File: src/rtl/cec_txs_pkg.sv
`timescale 1ns/1ps
package cec_txs_pkg;

  // Read-port word selection; the flag byte sits at address 0.
  typedef enum logic [0:0] {
    WORD_FLAGS = 1'b0,
    WORD_COUNT = 1'b1
  } word_sel_e;

  // Flag nibble, packed so that running lands on bit 0.
  typedef struct packed {
    logic fault;
    logic finished;
    logic on_bus;
    logic active;
  } flag_nib_t;

  localparam int FLAG_W = $bits(flag_nib_t);

endpackage

File: src/rtl/cec_txs_phase.sv
`timescale 1ns/1ps
module cec_txs_phase (
  input  logic clk,
  input  logic rst,
  input  logic enable,
  input  logic bus_won,
  input  logic complete,
  output logic active_o,
  output logic on_bus_o
);

  always_ff @(posedge clk) begin
    if (rst) begin
      active_o <= 1'b0;
      on_bus_o <= 1'b0;
    end else begin
      active_o <= enable;
      if (!enable || complete) begin
        on_bus_o <= 1'b0;
      end else if (bus_won) begin
        on_bus_o <= 1'b1;
      end
    end
  end

endmodule

File: src/rtl/cec_txs_flags.sv
`timescale 1ns/1ps
module cec_txs_flags (
  input  logic clk,
  input  logic rst,
  input  logic enable,
  input  logic complete,
  input  logic fault,
  input  logic clear,
  output logic finished_o,
  output logic fault_o
);

  always_ff @(posedge clk) begin
    if (rst) begin
      finished_o <= 1'b0;
      fault_o    <= 1'b0;
    end else if (complete) begin
      finished_o <= 1'b1;
      fault_o    <= fault;
    end else if (clear || !enable) begin
      finished_o <= 1'b0;
      fault_o    <= 1'b0;
    end
  end

endmodule

File: src/rtl/cec_txs_counter.sv
`timescale 1ns/1ps
module cec_txs_counter #(
  parameter int CNT_W    = 8,
  parameter bit SATURATE = 1'b1
) (
  input  logic             clk,
  input  logic             rst,
  input  logic             enable,
  input  logic             byte_stb,
  input  logic             complete,
  input  logic             clear,
  output logic [CNT_W-1:0] count_o
);

  localparam logic [CNT_W-1:0] CNT_MAX = '1;

  logic [CNT_W-1:0] acc_q;
  logic [CNT_W-1:0] acc_inc;

  generate
    if (SATURATE) begin : g_sat
      always_comb begin
        acc_inc = acc_q;
        if (byte_stb && (acc_q != CNT_MAX)) acc_inc = acc_q + 1'b1;
      end
    end else begin : g_wrap
      always_comb begin
        acc_inc = acc_q;
        if (byte_stb) acc_inc = acc_q + 1'b1;
      end
    end
  endgenerate

  always_ff @(posedge clk) begin
    if (rst) begin
      acc_q   <= '0;
      count_o <= '0;
    end else begin
      if (!enable || complete) acc_q <= '0;
      else                     acc_q <= acc_inc;

      if (complete)   count_o <= acc_inc;
      else if (clear) count_o <= '0;
    end
  end

endmodule

File: src/rtl/cec_tx_status_tracker.sv
`timescale 1ns/1ps
module cec_tx_status_tracker
  import cec_txs_pkg::*;
#(
  parameter int CNT_W    = 8,
  parameter int DATA_W   = 8,
  parameter bit SATURATE = 1'b1
) (
  input  logic              clk,
  input  logic              rst,
  input  logic              tx_en,
  input  logic              clr_done,
  input  logic              clr_error,
  input  logic              ev_bus_won,
  input  logic              ev_byte_sent,
  input  logic              ev_msg_done,
  input  logic              ev_error,
  input  logic              rd_en,
  input  logic              rd_addr,
  output logic [DATA_W-1:0] rd_data,
  output logic              running,
  output logic              transferring,
  output logic              done,
  output logic              error,
  output logic [CNT_W-1:0]  byte_count,
  output logic              irq
);

  // Engine strobes only count while the transmitter is enabled.
  logic stb_complete;
  logic stb_byte;
  logic stb_bus;
  logic sw_clear;

  assign stb_complete = tx_en & (ev_msg_done | ev_error);
  assign stb_byte     = tx_en & ev_byte_sent;
  assign stb_bus      = tx_en & ev_bus_won;
  assign sw_clear     = clr_done | clr_error;

  cec_txs_phase u_phase (
    .clk      (clk),
    .rst      (rst),
    .enable   (tx_en),
    .bus_won  (stb_bus),
    .complete (stb_complete),
    .active_o (running),
    .on_bus_o (transferring)
  );

  cec_txs_flags u_flags (
    .clk        (clk),
    .rst        (rst),
    .enable     (tx_en),
    .complete   (stb_complete),
    .fault      (ev_error),
    .clear      (sw_clear),
    .finished_o (done),
    .fault_o    (error)
  );

  cec_txs_counter #(
    .CNT_W    (CNT_W),
    .SATURATE (SATURATE)
  ) u_count (
    .clk      (clk),
    .rst      (rst),
    .enable   (tx_en),
    .byte_stb (stb_byte),
    .complete (stb_complete),
    .clear    (sw_clear),
    .count_o  (byte_count)
  );

  assign irq = done;

  // Read port: both words zero-extended to the data width.
  flag_nib_t        flags_now;
  logic [DATA_W-1:0] word_flags;
  logic [DATA_W-1:0] word_count;

  always_comb begin
    flags_now = '{fault: error, finished: done, on_bus: transferring, active: running};
    word_flags = '0;
    word_flags[FLAG_W-1:0] = flags_now;
    word_count = '0;
    word_count[CNT_W-1:0] = byte_count;
  end

  always_ff @(posedge clk) begin
    if (rst) begin
      rd_data <= '0;
    end else if (rd_en) begin
      case (word_sel_e'(rd_addr))
        WORD_FLAGS: rd_data <= word_flags;
        default:    rd_data <= word_count;
      endcase
    end
  end

endmodule

File: config.mk
export PLATFORM = sky130hd
export DESIGN_NAME = cec_tx_status_tracker
export DESIGN_NICKNAME = d
export VERILOG_FILES = /design/src/rtl/cec_txs_pkg.sv /design/src/rtl/cec_txs_phase.sv /design/src/rtl/cec_txs_flags.sv /design/src/rtl/cec_txs_counter.sv /design/src/rtl/cec_tx_status_tracker.sv
export SDC_FILE = /design/constraint.sdc
export NUM_CORES = 1
export LEC_CHECK = 0
export ABC_AREA = 1
export BUFFER_PORTS_ARGS = -buffer_cell sky130_fd_sc_hd__buf_4
export CORE_ASPECT_RATIO = 1.2
export CORE_MARGIN = 1.5
export CORE_UTILIZATION = 55
export CTS_BUF_LIST = sky130_fd_sc_hd__clkbuf_8
export CTS_CLUSTER_DIAMETER = 100
export DETAILED_ROUTE_END_ITERATION = 10
export GPL_TIMING_DRIVEN = 0
export PLACE_DENSITY = 0.93
export SLEW_MARGIN = 0
export SYNTH_ARGS = -nofsm -noshare
export SYNTH_HDL_FRONTEND = slang
export SYNTH_HIERARCHICAL = 1
export SYNTH_SLANG_ARGS = --single-unit
File: constraint.sdc
create_clock -name clk -period 1.7 [get_ports clk]
set_clock_uncertainty 0.2 [all_clocks]
set_input_delay 0.255 -clock clk [delete_from_list [all_inputs] [get_ports clk]]
set_output_delay 0.255 -clock clk [all_outputs]
set_load 0.01 [all_outputs]
==> flow_metrics.tcl <==
set metrics [dict create \
    synth_top_area_cell "dfxtp_1" \
    fmax_mhz 634.8 \
    num_rows 19 \
    yosys.cell_types.count 24 \
    cts_root_buffer "clkbuf_8" \
    ys_ff_latch 28 \
    synth-seq-area-share 0.4195 \
    whs_ps 53.93 \
    slew_violations 0 \
    endpoint_kind "flop" \
    dr.pass1.iters 4 \
    syn_avg_cell_area_um2 6.996 \
    start_util 0.5795 \
    htreeDepth 1 \
    wl_per_cell_um 11.29 \
    dp_hpwl_mm 2.143 \
    diodes 0 \
    clkSinkCount 28 \
    pre_cts_ws_ps -23.02 \
    gp_congestion 0.8807 \
    powerDensity_nw_per_um2 726.9 \
    die_area_um2 2735 \
    synthTopCellsByCount "nand2_1 (52), dfxtp_1 (28), inv_1 (23), nand3_1 (23), nor2_1 (21)" \
    drtIter0Drc 29 \
    worstHoldPathType "in2reg" \
    cts_tree "done" \
    ant_nets 0 \
    worstPathMaxFanout 10 \
    critPathKind "reg2reg" \
    worstMarginPinSlew_ps 483.9 \
    grt_pass1_vias 1230 \
    synth-edff-count 0 \
    syn-cell-area_um2 1336 \
    fillers 175 \
    layout_setup_ws_ps 124.7 \
    synth.most_common_cell "nand2_1" \
    clock_latency_ps 270 \
    period_share 0.9267 \
    maxCapViolCount 0 \
    wl_mm 2.902 \
    yosys-top-cells-area "dfxtp_1 (42%), nand2_1 (15%), nand3_1 (8.6%)" \
    vias 1298 \
    cp.arrival_ps 1520 \
    synth_flop_cell "dfxtp_1" \
    worst_setup_path_start_kind "flop" \
    fp.dieW_um 48.00 \
    antenna_found_initial 0 \
    final_cell_area_um2 1673 \
    slew_headroom 0.6762 \
    synthDominantCellAreaShare 0.4195 \
    status "finished clean" \
    synth.net_count 203 \
    coreArea_um2 2306 \
    required_ps 1650 \
    dpl-instance-area_um2 1600 \
    grt_max_degree 16 \
    syn2layout_area_growth_pct 25.19 \
    port_buffers 30 \
    grt_pass1_wl_mm 5.043 \
    gr-total-overflow 0 \
    cts_buffers 3 \
    hold_viol_final 0 \
    clk_pin_slew_worst_paths_ps 90 \
    clockBufferDepth 2 \
    io-pin-count 32 \
    power_uw 1216 \
    route.detailed.drc 0 \
    die_h_um 57.00 \
    yosys_warnings 6 \
    drive_gt1_frac 0.2522 \
    period_minus_slack_ps 1575 \
    synth_cells 191 \
    viasPerCell 5.051 \
    async_flop_share 0 \
    grt_usage 0.2477 \
    p_leak_uw 0.0007779 \
    nets 239 \
    setup_viol 0 \
    max-vdd-ir-drop_uv 533.8 \
]
==> path summary, 6_finish.rpt <==
path / endpoint / start / slack, ps / cells after the start
hold reg to reg: rd_data[5] / rd_data[5] / 260 / 2
setup reg to reg: u_count/count_o[0] / u_count/acc_q[0] / 120 / 9
hold / removal: u_phase/active_o / tx_en / 50 / 3
setup / recovery: u_count/count_o[0] / u_count/acc_q[0] / 120 / 9
==> what timing repair did <==
action                     4_1_cts  5_1_grt
hold endpoints to repair         2        0
setup endpoints to repair        0       11
resized for setup                0        4
setup buffers                    0        0
hold buffers                     1        0
==> cells in the final DEF, fill, tap and decap left out, types with 2 or more instances in the layout <==
cell,n
clkbuf_8,4
buf_4,34
nor2_1,21
a21oi_1,14
dfxtp_1,26
nor2_2,4
nand2_2,2
inv_1,23
nand4_1,5
nand3_1,23
buf_6,2
nand2_1,52
==> through the flow <==
stage	util	std cells	TNS [ps]
after CTS	0.7222	257	0
after detailed placement	0.6940	252	-176.4
final	0.7254	257	0
after global routing	0.7254	257	-6.341
after global placement	0.6940	252	0
after floorplan	-	191	0
==> worst max-delay path, cell delays in order (launching register included) <==
cell	delay, ps
dfxtp_4	380
ha_2	200
nand2_2	80
nor2_2	90
nand2_2	80
buf_6	140
nand2_1	80
nand2_1	70
nand3_1	80
a21oi_1	60
==> where the power goes <==
part,switching (uW),total [uW],internal [uW]
combinational,74.9,139,64.0
sequential,9.72,677,667
clock,194,400,207
==> cell type report <==
| class | count | area (um2) | share of cell area |
|---|---|---|---|
| repair buffers | 31 | 235.2 | 0.1406 |
| flip-flops and latches | 28 | 565.5 | 0.3381 |
| well taps | 31 | 38.79 | 0.02319 |
| inverters | 24 | 90.09 | 0.05385 |
| multi-input cells | 130 | 611.8 | 0.3657 |
| plain buffers | 9 | 76.32 | 0.04562 |
| clock buffers | 4 | 55.05 | 0.03291 |
==> layer usage <==
metal | GRT usage | part of all wire | routed length (um)
met5 | 0 | 0 | 0
met4 | 0.1042 | 0.011 | 33
met1 | 0.2831 | 0.43 | 1240
met2 | 0.4248 | 0.53 | 1540
met3 | 0.05063 | 0.030 | 87
==> cell families after synthesis <==
logic type | Yosys count | synth area share
AOI/OAI and AO/OA | 18 | 0.07679
adders and majority gates | 1 | 0.009362
buffers and inverters | 33 | 0.1245
DFF | 28 | 0.4195
and+or+nand+nor | 111 | 0.3699
==> state kept, by name, summed over array words and instances (netlist names) <==
name / flops
rd_data: 8
u_count/acc_q: 8
u_count/count_o: 8
u_flags/fault_o: 1
u_flags/finished_o: 1
u_phase/active_o: 1
u_phase/on_bus_o: 1
Note: power is estimated with default switching activity, not from simulation.
